===== config.mk =====
export PLATFORM = sky130hd
export DESIGN_NAME = brk_cond_unit
export DESIGN_NICKNAME = d
export VERILOG_FILES = /design/src/rtl/brk_pkg.sv /design/src/rtl/brk_datapath.sv /design/src/rtl/brk_control.sv /design/src/rtl/brk_cond_unit.sv
export SDC_FILE = /design/constraint.sdc
export NUM_CORES = 1
export LEC_CHECK = 0
export BUFFER_PORTS_ARGS = -buffer_cell sky130_fd_sc_hd__buf_2
export CAP_MARGIN = 20
export CORE_UTILIZATION = 40
export CTS_BUF_LIST = sky130_fd_sc_hd__clkbuf_8
export DETAILED_ROUTE_END_ITERATION = 12
export HOLD_SLACK_MARGIN = 0.06
export PLACE_DENSITY_LB_ADDON = 0.08
export SYNTH_ARGS = -nofsm -noshare
export SYNTH_HDL_FRONTEND = slang
export SYNTH_SLANG_ARGS = --single-unit
export TNS_END_PERCENT = 10

===== constraint.sdc =====
create_clock -name clk -period 7 [get_ports clk]
set_clock_uncertainty 0.2 [all_clocks]
set_input_delay 1.4 -clock clk [delete_from_list [all_inputs] [get_ports clk]]
set_output_delay 1.4 -clock clk [all_outputs]
set_load 0.01 [all_outputs]

===== src/rtl/brk_pkg.sv =====
package brk_pkg;
  localparam int NSRC     = 9;
  localparam int SRC_PC   = 0;
  localparam int SRC_SEQ  = 1;
  localparam int SRC_DATA = 2;
  localparam int SRC_REG  = 3;
  localparam int SRC_PIN  = 4;
  localparam int SRC_HOST = 5;
  localparam int SRC_MAP  = 6;
  localparam int SRC_WP   = 7;
  localparam int SRC_STK  = 8;

  typedef struct packed {
    logic cntClr;
    logic cntInc;
  } seq_ctl_t;

  typedef struct packed {
    logic pcHit;
    logic s1Hit;
    logic s2Hit;
    logic s3Hit;
    logic s3Last;
    logic dataHit;
    logic regHit;
    logic mapHit;
    logic wpHit;
    logic stkHit;
  } match_t;

  typedef enum logic [1:0] {SEQ_WAIT1, SEQ_WAIT2, SEQ_COUNT} seq_state_e;
endpackage


===== src/rtl/brk_datapath.sv =====
module brk_datapath
  import brk_pkg::*;
#(
  parameter int PC_W   = 8,
  parameter int ADDR_W = 8,
  parameter int DATA_W = 4,
  parameter int REGV_W = 28,
  parameter int CNT_W  = 8
) (
  input  logic              clk,
  input  logic              rstN,
  input  seq_ctl_t          ctl,
  input  logic              bpWr,
  input  logic [PC_W-1:0]   bpWrAddr,
  input  logic              bpWrFlag,
  input  logic [PC_W-1:0]   seqAddr1,
  input  logic [PC_W-1:0]   seqAddr2,
  input  logic [PC_W-1:0]   seqAddr3,
  input  logic [CNT_W-1:0]  seqPass,
  input  logic [PC_W-1:0]   romTop,
  input  logic              fetchValid,
  input  logic [PC_W-1:0]   fetchPc,
  input  logic [ADDR_W-1:0] dAddrLo,
  input  logic [ADDR_W-1:0] dAddrHi,
  input  logic [DATA_W-1:0] dData,
  input  logic [DATA_W-1:0] dDataMask,
  input  logic              dRw,
  input  logic              dRwMask,
  input  logic [ADDR_W-1:0] ramLo,
  input  logic [ADDR_W-1:0] ramHi,
  input  logic [ADDR_W-1:0] ioLo,
  input  logic [ADDR_W-1:0] ioHi,
  input  logic [ADDR_W-1:0] roLo,
  input  logic [ADDR_W-1:0] roHi,
  input  logic [ADDR_W-1:0] stkLo,
  input  logic [ADDR_W-1:0] stkHi,
  input  logic              memValid,
  input  logic              memWr,
  input  logic [ADDR_W-1:0] memAddr,
  input  logic [DATA_W-1:0] memData,
  input  logic              stackAcc,
  input  logic              instDone,
  input  logic [REGV_W-1:0] regState,
  input  logic [REGV_W-1:0] regVal,
  input  logic [REGV_W-1:0] regMask,
  output match_t            m
);
  localparam int PC_DEPTH  = 1 << PC_W;
  localparam int STK_SLACK = 3;

  logic [PC_DEPTH-1:0] bpFlags;
  logic [CNT_W-1:0]    passCnt;
  logic [CNT_W:0]      passEff;
  logic [ADDR_W:0]     stkTopWide;
  logic                inRam, inIo, inRo;

  always_ff @(posedge clk or negedge rstN) begin
    if (!rstN) bpFlags <= '0;
    else if (bpWr) bpFlags[bpWrAddr] <= bpWrFlag;
  end

  // pass counter on the last sequence address, stepped by the control
  always_ff @(posedge clk or negedge rstN) begin
    if (!rstN) passCnt <= '0;
    else if (ctl.cntClr) passCnt <= '0;
    else if (ctl.cntInc) passCnt <= passCnt + 1'b1;
  end

  assign passEff    = (seqPass == '0) ? {{CNT_W{1'b0}}, 1'b1} : {1'b0, seqPass};
  assign stkTopWide = {1'b0, stkHi} + (ADDR_W + 1)'(STK_SLACK);
  assign inRam = (memAddr >= ramLo) && (memAddr <= ramHi);
  assign inIo  = (memAddr >= ioLo) && (memAddr <= ioHi);
  assign inRo  = (memAddr >= roLo) && (memAddr <= roHi);

  always_comb begin
    m.pcHit   = fetchValid && bpFlags[fetchPc];
    m.s1Hit   = fetchValid && (fetchPc == seqAddr1);
    m.s2Hit   = fetchValid && (fetchPc == seqAddr2);
    m.s3Hit   = fetchValid && (fetchPc == seqAddr3);
    m.s3Last  = ({1'b0, passCnt} + 1'b1) >= passEff;
    m.dataHit = memValid && (memAddr >= dAddrLo) && (memAddr <= dAddrHi)
                && (((memData ^ dData) & dDataMask) == '0)
                && (!dRwMask || (memWr == dRw));
    m.regHit  = instDone && (((regState ^ regVal) & regMask) == '0);
    m.mapHit  = (fetchValid && (fetchPc > romTop)) || (memValid && !inRam && !inIo);
    m.wpHit   = memValid && memWr && inRo;
    m.stkHit  = memValid && stackAcc
                && ((memAddr < stkLo) || ({1'b0, memAddr} > stkTopWide));
  end

  // the control never clears and advances the pass counter together
  a_r2_ctl_exclusive: assert property (@(posedge clk) disable iff (!rstN)
    !(ctl.cntClr && ctl.cntInc));
  // a cleared counter reads zero on the following cycle
  a_r2_cnt_cleared: assert property (@(posedge clk) disable iff (!rstN)
    ctl.cntClr |=> (passCnt == '0));
endmodule


===== src/rtl/brk_control.sv =====
module brk_control
  import brk_pkg::*;
#(
  parameter int PULSE_W = 16
) (
  input  logic               clk,
  input  logic               rstN,
  input  logic               runStart,
  input  logic               statusClr,
  input  logic [NSRC-1:0]    srcEn,
  input  logic               intAckN,
  input  logic               extBrkN,
  input  logic [PULSE_W-1:0] extMinCyc,
  input  logic               forceBrk,
  input  logic               fetchValid,
  input  match_t             m,
  output seq_ctl_t           ctl,
  output logic               brkReq,
  output logic [NSRC-1:0]    brkCause
);
  seq_state_e         seqQ, seqNxt;
  logic               seqFire;
  logic               pinS1, pinS2, pinFire;
  logic [PULSE_W-1:0] lowCnt, minEff;
  logic               brkQ, pendQ;
  logic [NSRC-1:0]    rawHit, hitEn;

  // sequence tracker: addr1 -> addr2 -> addr3 counted
  always_comb begin
    seqNxt = seqQ; ctl = '0; seqFire = 1'b0;
    if (runStart) begin
      seqNxt = SEQ_WAIT1; ctl.cntClr = 1'b1;
    end else if (!brkQ && fetchValid) begin
      case (seqQ)
        SEQ_WAIT1: if (m.s1Hit) seqNxt = SEQ_WAIT2;
        SEQ_WAIT2: if (m.s2Hit) begin seqNxt = SEQ_COUNT; ctl.cntClr = 1'b1; end
        SEQ_COUNT: if (m.s3Hit) begin
          if (m.s3Last) begin seqFire = 1'b1; seqNxt = SEQ_WAIT1; ctl.cntClr = 1'b1; end
          else ctl.cntInc = 1'b1;
        end
        default: seqNxt = SEQ_WAIT1;
      endcase
    end
  end

  always_ff @(posedge clk or negedge rstN) begin
    if (!rstN) seqQ <= SEQ_WAIT1;
    else seqQ <= seqNxt;
  end

  // external pin: synchronize, then qualify the low time
  assign minEff  = (extMinCyc == '0) ? PULSE_W'(1) : extMinCyc;
  assign pinFire = !pinS2 && (lowCnt == minEff - 1'b1);

  always_ff @(posedge clk or negedge rstN) begin
    if (!rstN) begin
      pinS1 <= 1'b1; pinS2 <= 1'b1; lowCnt <= '0;
    end else begin
      pinS1 <= extBrkN;
      pinS2 <= pinS1;
      if (pinS2) lowCnt <= '0;
      else if (lowCnt != {PULSE_W{1'b1}}) lowCnt <= lowCnt + 1'b1;
    end
  end

  always_comb begin
    rawHit           = '0;
    rawHit[SRC_PC]   = m.pcHit;
    rawHit[SRC_SEQ]  = seqFire;
    rawHit[SRC_DATA] = m.dataHit;
    rawHit[SRC_REG]  = m.regHit;
    rawHit[SRC_PIN]  = pinFire;
    rawHit[SRC_HOST] = forceBrk;
    rawHit[SRC_MAP]  = m.mapHit;
    rawHit[SRC_WP]   = m.wpHit;
    rawHit[SRC_STK]  = m.stkHit;
    hitEn = (brkQ || runStart) ? '0 : (rawHit & srcEn);
  end

  always_ff @(posedge clk or negedge rstN) begin
    if (!rstN) begin
      brkQ <= 1'b0; pendQ <= 1'b0; brkCause <= '0;
    end else begin
      brkCause <= (statusClr ? '0 : brkCause) | hitEn;
      if (runStart) begin
        brkQ <= 1'b0; pendQ <= 1'b0;
      end else begin
        pendQ <= pendQ | (|hitEn);
        brkQ  <= brkQ | (intAckN && (pendQ || (|hitEn)));
      end
    end
  end

  assign brkReq = brkQ;

  a_r3_seq_legal: assert property (@(posedge clk) disable iff (!rstN)
    seqQ != 2'b11);
  a_r10_enabled_hit_breaks: assert property (@(posedge clk) disable iff (!rstN)
    ((|hitEn) && intAckN && !runStart) |=> brkQ);
  a_r11_defer: assert property (@(posedge clk) disable iff (!rstN)
    (!intAckN && !brkQ) |=> !brkQ);
  a_r12_start_clears: assert property (@(posedge clk) disable iff (!rstN)
    runStart |=> !brkQ);
  a_r12_hold: assert property (@(posedge clk) disable iff (!rstN)
    (brkQ && !runStart) |=> brkQ);
  a_r14_sticky: assert property (@(posedge clk) disable iff (!rstN)
    !statusClr |=> ((brkCause & $past(brkCause)) == $past(brkCause)));
endmodule


===== src/rtl/brk_cond_unit.sv =====
module brk_cond_unit
  import brk_pkg::*;
#(
  parameter int PC_W    = 8,
  parameter int ADDR_W  = 8,
  parameter int DATA_W  = 4,
  parameter int ACC_W   = 4,
  parameter int IDX_W   = 8,
  parameter int CNT_W   = 8,
  parameter int PULSE_W = 16,
  localparam int REGV_W = 2 * ACC_W + 2 * IDX_W + 4
) (
  input  logic               clk,
  input  logic               rstN,
  input  logic               runStart,
  input  logic               statusClr,
  input  logic [NSRC-1:0]    srcEn,
  input  logic               bpWr,
  input  logic [PC_W-1:0]    bpWrAddr,
  input  logic               bpWrFlag,
  input  logic [PC_W-1:0]    seqAddr1,
  input  logic [PC_W-1:0]    seqAddr2,
  input  logic [PC_W-1:0]    seqAddr3,
  input  logic [CNT_W-1:0]   seqPass,
  input  logic [ADDR_W-1:0]  dAddrLo,
  input  logic [ADDR_W-1:0]  dAddrHi,
  input  logic [DATA_W-1:0]  dData,
  input  logic [DATA_W-1:0]  dDataMask,
  input  logic               dRw,
  input  logic               dRwMask,
  input  logic [REGV_W-1:0]  regVal,
  input  logic [REGV_W-1:0]  regMask,
  input  logic [PULSE_W-1:0] extMinCyc,
  input  logic [PC_W-1:0]    romTop,
  input  logic [ADDR_W-1:0]  ramLo,
  input  logic [ADDR_W-1:0]  ramHi,
  input  logic [ADDR_W-1:0]  ioLo,
  input  logic [ADDR_W-1:0]  ioHi,
  input  logic [ADDR_W-1:0]  roLo,
  input  logic [ADDR_W-1:0]  roHi,
  input  logic [ADDR_W-1:0]  stkLo,
  input  logic [ADDR_W-1:0]  stkHi,
  input  logic               fetchValid,
  input  logic [PC_W-1:0]    fetchPc,
  input  logic               memValid,
  input  logic               memWr,
  input  logic [ADDR_W-1:0]  memAddr,
  input  logic [DATA_W-1:0]  memData,
  input  logic               stackAcc,
  input  logic               instDone,
  input  logic [REGV_W-1:0]  regState,
  input  logic               extBrkN,
  input  logic               forceBrk,
  input  logic               intAckN,
  input  logic               haltSleep,
  output logic               brkReq,
  output logic [NSRC-1:0]    brkCause,
  output logic               stopN
);
  seq_ctl_t ctl;
  match_t   m;

  brk_datapath #(.PC_W(PC_W), .ADDR_W(ADDR_W), .DATA_W(DATA_W),
                 .REGV_W(REGV_W), .CNT_W(CNT_W)) u_dp (
    .clk, .rstN, .ctl, .bpWr, .bpWrAddr, .bpWrFlag,
    .seqAddr1, .seqAddr2, .seqAddr3, .seqPass, .romTop,
    .fetchValid, .fetchPc, .dAddrLo, .dAddrHi, .dData, .dDataMask,
    .dRw, .dRwMask, .ramLo, .ramHi, .ioLo, .ioHi, .roLo, .roHi,
    .stkLo, .stkHi, .memValid, .memWr, .memAddr, .memData, .stackAcc,
    .instDone, .regState, .regVal, .regMask, .m);

  brk_control #(.PULSE_W(PULSE_W)) u_ctl (
    .clk, .rstN, .runStart, .statusClr, .srcEn, .intAckN, .extBrkN,
    .extMinCyc, .forceBrk, .fetchValid, .m, .ctl, .brkReq, .brkCause);

  assign stopN = !(haltSleep || brkReq);
endmodule


# Yosys cells after proc, flatten, opt, wreduce, memory -nomap -nowiden

Cells that the tools add are included.

Add/subtract/negate cells: 5
$lt $le $gt $ge: 15
Eq/ne operators: 12
Multiplexer cells: 35
Bitwise gates (word level): 8
Reductions and logical operators: 45

Operators by type and width:

| operator                | number |
|---|---|
| $bwmux W256             | 1 |
| $mux W16                | 3 |
| $ge A8 B8 Y1            | 4 |
| $le A8 B8 Y1            | 4 |
| $and A28 B28 Y28        | 1 |
| $logic_not A28 Y1       | 1 |
| $xor A28 B28 Y28        | 1 |
| $eq A8 B8 Y1            | 3 |
| $mux W8                 | 3 |
| $logic_and A1 B1 Y1     | 23 |
| $lt A8 B9 Y1 const B    | 2 |
| $mux W9                 | 2 |
| $add A16 B1 Y16 const B | 1 |
| $eq A16 B16 Y1          | 1 |
| $logic_not A16 Y1       | 1 |
| $mux W2                 | 8 |
| $ne A16 B16 Y1 const B  | 1 |
| $sub A16 B1 Y16 const B | 1 |
| $mux W1                 | 14 |
| $ne A3 B3 Y1 const B    | 4 |
| $add A8 B1 Y9 const B   | 1 |
| $add A8 B2 Y9 const B   | 1 |
| $and A9 B9 Y9           | 1 |
| $ge A9 B9 Y1            | 1 |
| 24 further kinds        | 37 |

Register bits after elaboration: 295
Output and inout port bits: 11

# Longest topological paths before layout

Depth after elaboration: 15
Depth in mapped cells: 13

# By module

From an unflattened synthesis, not the netlist that was laid out.

Cells, all modules: 1768
Area, all modules: 18749.2 µm²

Modules (own cells, without submodules):

| module        | times used | cells an instance | area each (µm²) |
|---|---|---|---|
| brk_datapath  | 1          | 1528              | 16639.7 |
| brk_control   | 1          | 239               | 2105.8 |
| brk_cond_unit | 1          | 1                 | 3.8 |

# Worst setup path before layout

No wires, ideal clock.

Kind: input to register
Start point: in extMinCyc[11]
End point: reg u_ctl.brkQ, in the netlist u_ctl.brkReq
Setup time: 0.099 ns
Arrival time: 4.257 ns
Required time: 6.701 ns
Slack: 2.444 ns
Stages on the path: 12
Cell sequence: nor4_1 -> and3b_1 -> a21oi_1 -> ha_1 -> xor2_1 -> nand4b_1 -> a311oi_1 -> o2111ai_1 -> a2111o_1 -> or4_1 -> nor4bb_1 -> a311oi_1

Longest elaborated chain between the ends: 12

RTL lines:

| element                | line                | source |
|---|---|---|
| start: declaration     | brk_cond_unit.sv:33 | `input logic [PULSE_W-1:0] extMinCyc,` |
| $logic_not A16 Y1      | brk_control.sv:52   | `assign minEff = (extMinCyc == '0) ? PULSE_W'(1) : extMinCyc;` |
| $mux W16 *             | brk_control.sv:52   |  |
| $sub A16 B1 Y16 *      | brk_control.sv:53   | `assign pinFire = !pinS2 && (lowCnt == minEff - 1'b1);` |
| $eq A16 B16 Y1 *       | brk_control.sv:53   |  |
| $logic_and A1 B1 Y1 *  | brk_control.sv:53   |  |
| $and A9 B9 Y9 *        | brk_control.sv:77   | `hitEn = (brkQ \|\| runStart) ? '0 : (rawHit & srcEn);` |
| $mux W9 *              | brk_control.sv:77   |  |
| $reduce_or A9 Y1 *     | brk_control.sv:89   | `brkQ <= brkQ \| (intAckN && (pendQ \|\| (\|hitEn)));` |
| $logic_or A1 B1 Y1 *   | brk_control.sv:89   |  |
| $logic_and A1 B1 Y1 *  | brk_control.sv:89   |  |
| $or A1 B1 Y1 *         | brk_control.sv:89   |  |
| $mux W1 *              | brk_control.sv:85   | `if (runStart) begin` |
| end signal: assignment | brk_control.sv:89   |  |
| end: declaration       | brk_control.sv:25   | `logic brkQ, pendQ;` |

Every way passes the cells marked *; elsewhere a longest branch is shown, timed or not.
A chain may end at the register's enable or synchronous reset.

# Worst setup path in the final report

Same ends and word-level chain as after synthesis.

==> results list <==
- Xor/xnor cell area share of the yosys netlist: 4.79%
* Multiplexer fraction of the synthesized cell area: 23.9%
- The area growth from synthesis to layout is 17.4%.
- IO Port Bufs: 292
- Basic-gate share of the synthesized area counting and, or, nand and nor cells: 14.1%
* Final setup vio count: 0
* Number of vias per cell: 5.50
- Cell types occupying the most area after synthesis: sky130_fd_sc_hd__dfrtp_1 39%, sky130_fd_sc_hd__mux2_2 16%, sky130_fd_sc_hd__ha_1 6.9%
- For the finished layout, the period the worst path requires is 4510 ps.
- Maximum count of clock buffers along a single path: 3
- After clock tree synthesis, the setup repair step added 0 buffers.
- Vias in the first global route: 15100
* Average routed wire per standard cell: 22.0 um
* Hold Path Stages: 0
* End of the worst register-to-register path: u_dp.passCnt[5]
- Counting flops with an async set or reset pin after synthesis yields a share of 100%.
- In this run the most critical hold path is launched from u_ctl.pinS1.
- Synthesis produced a netlist with a net count of 2181.
- The library cells used most frequently in the layout, excluding fill and tap cells, are 293 x sky130_fd_sc_hd__dfrtp_1, 289 x sky130_fd_sc_hd__buf_2, 258 x sky130_fd_sc_hd__mux2_2, 227 x sky130_fd_sc_hd__nor2_1, 165 x sky130_fd_sc_hd__nand2_1.
- At the later pin of the worst-skew pair, clock insertion delay measures 620 ps.
- In the routed design, unresolved DRC markers number 0.
- First-pass GRT wire length: slightly above 90000 um
- Number of flops mapped to enable cells by yosys: 0
- The most used flip-flop cell after synthesis is sky130_fd_sc_hd__dfrtp_1.
- I/O pins: 293
- After clock tree synthesis, the flow added hold-fix buffers numbering 0.
* Flop-to-flop setup slack: 3530 ps
- The floorplan step set the die height to 218 um.
- Once detail routing completed, the nets flagged for antenna violations numbered 0.
- Walking the worst path, the cells encountered are buf_2 > nor4_1 > and3b_1 > a21oi_1 > ha_1 > xor2_1 > nand4b_1 > a311oi_1 > o2111ai_1 > a2111o_1 > or4_1 > nor4bb_1 > a311oi_1.
* Endpoint type of the worst setup path: flop
* TritonCTS clock tree: built
- In this run the static leakage power is 10.6 nW.
* Cell taking the most area after synthesis: sky130_fd_sc_hd__dfrtp_1
- After synthesis, the largest family of logic cells by area is multiplexers.
* Final critical-path share of the clock period: 64.5%
* Gate count after technology mapping: 1796
- Total clock buffers created by CTS: 54
* Final max-slew violation count: 0
- Counting tap cells, the placed design contains a total of 2616 instances.
- Adding up every negative setup slack in the final design gives 0 ps.
- Data on the critical path arrives at its endpoint at 4830 ps.
- The path with the worst hold slack has its endpoint at u_ctl.pinS2.
* DPL Wire Length: 41900 um
* Hold Fails Final Rpt: 0
- The worst setup path is launched from an input port.
- RSZ-0062 raised after global routing: false
- Total detailed-routing wirelength: 59800 um
* Final std cells w/o fill: ~2700
- Based on the critical path, the design can be clocked at up to 222 MHz.
- Once placement finished, the instance area stood at 20700 um^2.
- R2R depth: 12
- On the critical path, the stage with the largest delay is an instance of sky130_fd_sc_hd__nor4_1.
* Critical R2R Launch: u_dp.passCnt[0]
- Entering global routing, the biggest net connects around 170 pins.
- Fraction of the mapped netlist area in compound gates: under 10%
* H-tree Lvls: 2
* Fin area: around 22000 um^2
* Number of synthesized register bits: 295
- The worst setup path is of the input port to flop kind.
- Highest net fanout along the worst path: 5
- Number of max-cap violations: 0
- The tightest min-delay check is of the flop to flop type.
- Synthesized area per cell: 10.4 um^2
* Antenna violations before repair: 9
* Number of clock sinks seen by CTS: 295
- Maximum resistive drop on vdd: 188 uV
- Distinct cell type count after synthesis: 71
- Final net count: 2458
- The initial utilization of the core area, before any placement, comes to 40.8%.
- Summing the areas of all fa, ha and maj instances in the mapped netlist gives 6.91% of the synthesized area.
* Critical path's most frequent cell: sky130_fd_sc_hd__a311oi_1
* All-Layer GR Usage: about a quarter
- At the pin with the least slew margin, the transition time is 1140 ps.
- Routability-driven placement congestion ratio: 0.897
- Slew Limit Headroom: 23.6%
- First-pass DRT Iterations: 5
* Pwr/cell area: 189 nW/um^2
* Critical Path Max Stage Delay: 570 ps
- In this run the core area contains 78 standard-cell rows.
- The die covers 47500 um^2.
- Number of design-rule violations left by the first detailed-router iteration: 912
- The library cell used most frequently in the layout, excluding fill and tap cells, is sky130_fd_sc_hd__dfrtp_1.
* Core Region: between 40000 and 50000 um^2
- Status: finished clean
* Critical Path RT: between 7000 and 8000 ps
- Clock-pin slew was measured on the worst setup and hold paths at 60 ps.
* CTS root buf: sky130_fd_sc_hd__clkbuf_8
- Overflow after GRT: 0
- Yosys warning total: 0
- Layout cells sized above 1: 33.9%
- In this run the horizontal extent of the chip is 218 um.
- Sequential elements use roughly 40% of the synthesized area.
- Post_cts resized: 0
- Total power for the finished layout comes to 4.13 mW.
- The top cell type by area accounts for between 30% and 40% of the synthesized area.
- Routed via count: about 15000
* Post-Synthesis Cell Area: 18600 um^2
[cells by family after synthesis]
| kind of cell | after synthesis |
|---|---|
| adders and majority gates | 103 |
| DFF | 295 |
| muxes | 345 |
| buffers and inverters | 191 |
| xor gates and xnor gates | 102 |
| and+or+nand+nor | 575 |
| AOI/OAI and AO/OA | 185 |
[per-layer routing]
metal	up-vias	part of all wire, %	global-route usage (%)
met5	-	0.018	0
met4	2	3.4	9.32
met3	109	5.4	3.68
met2	460	48	42.5
met1	7490	43	32.5
li1	6916	-	-
[critical path: cells and delay by family]
kind                       cells  cell delay [ps]
adders and majority gates      1              310
AOI/OAI and AO/OA              5             1190
xor gates and xnor gates       1              130
buffers and inverters          1              130
and+or+nand+nor                5             1650
[where the power goes]
group          total (mW)  internal [mW]  switching, mW
combinational       0.614          0.271          0.343
clock                1.68          0.940          0.744
sequential           1.83           1.78         0.0461
total                4.13           2.99           1.13
[synth_stat cells, types with 17 or more instances]
master,number
sky130_fd_sc_hd__nand3_1,32
sky130_fd_sc_hd__clkbuf_1,75
sky130_fd_sc_hd__xnor2_1,44
sky130_fd_sc_hd__dfrtp_1,293
sky130_fd_sc_hd__a21o_1,20
sky130_fd_sc_hd__nand2b_1,17
sky130_fd_sc_hd__nor2_1,227
sky130_fd_sc_hd__ha_1,103
sky130_fd_sc_hd__a22oi_1,27
sky130_fd_sc_hd__nand4_1,29
sky130_fd_sc_hd__mux2_2,258
sky130_fd_sc_hd__mux4_2,54
sky130_fd_sc_hd__a21oi_1,32
sky130_fd_sc_hd__xor2_1,58
sky130_fd_sc_hd__nand2_1,165
sky130_fd_sc_hd__inv_1,101
sky130_fd_sc_hd__nor2b_1,19
sky130_fd_sc_hd__mux2i_1,33
sky130_fd_sc_hd__o21ai_0,34
sky130_fd_sc_hd__nor3_1,27
[sequential cells by signal, summed over array words and instances (netlist names)]
register / count
u_dp.passCnt: 8
u_ctl.pinS1: 1
u_ctl.pinS2: 1
u_dp.bpFlags: 256
u_ctl.seqQ: 2
u_ctl.brkReq: 1
u_ctl.lowCnt: 16
u_ctl.brkCause: 9
u_ctl.pendQ: 1
[layout make-up]
cell class	count	area [um^2]
Fill cell	4351	23800
Multi-Input combinational cell	1310	10600
Clock inverter	27	145
Antenna cell	7	17.5
Inverter	102	383
Sequential cell	295	7380
Tap cell	600	751
Clock buffer	71	977
Timing Repair Buffer	310	1680
[through the flow]
| stage | hold slack (ps) | worst slack (ps) | util, % |
|---|---|---|---|
| after global routing | 162 | 2300 | 47.9 |
| after floorplan | 145 | 2440 | - |
| after CTS | 156 | 2580 | 47.8 |
| after detailed placement | 148 | 1930 | 45.4 |
| after global placement | 147 | 2020 | 45.3 |
| final | 155 | 2490 | 47.9 |
[worst max-delay path by stage]
| stage | start | endpoint | slack [ps] | depth (start not counted) |
|---|---|---|---|---|
| 3_3_place_gp | extMinCyc[11] | u_ctl.brkReq | 2020 | 13 |
| 2_1_floorplan | extMinCyc[11] | u_ctl.brkReq | 2440 | 12 |
| 4_1_cts | extMinCyc[11] | u_ctl.brkReq | 2580 | 13 |
| 3_5_place_dp | extMinCyc[11] | u_ctl.brkReq | 1930 | 13 |
| 5_1_grt | extMinCyc[11] | u_ctl.brkReq | 2300 | 13 |
| 6_report | extMinCyc[11] | u_ctl.brkReq | 2490 | 13 |
No activity file was read; power rests on OpenSTA's default activity.
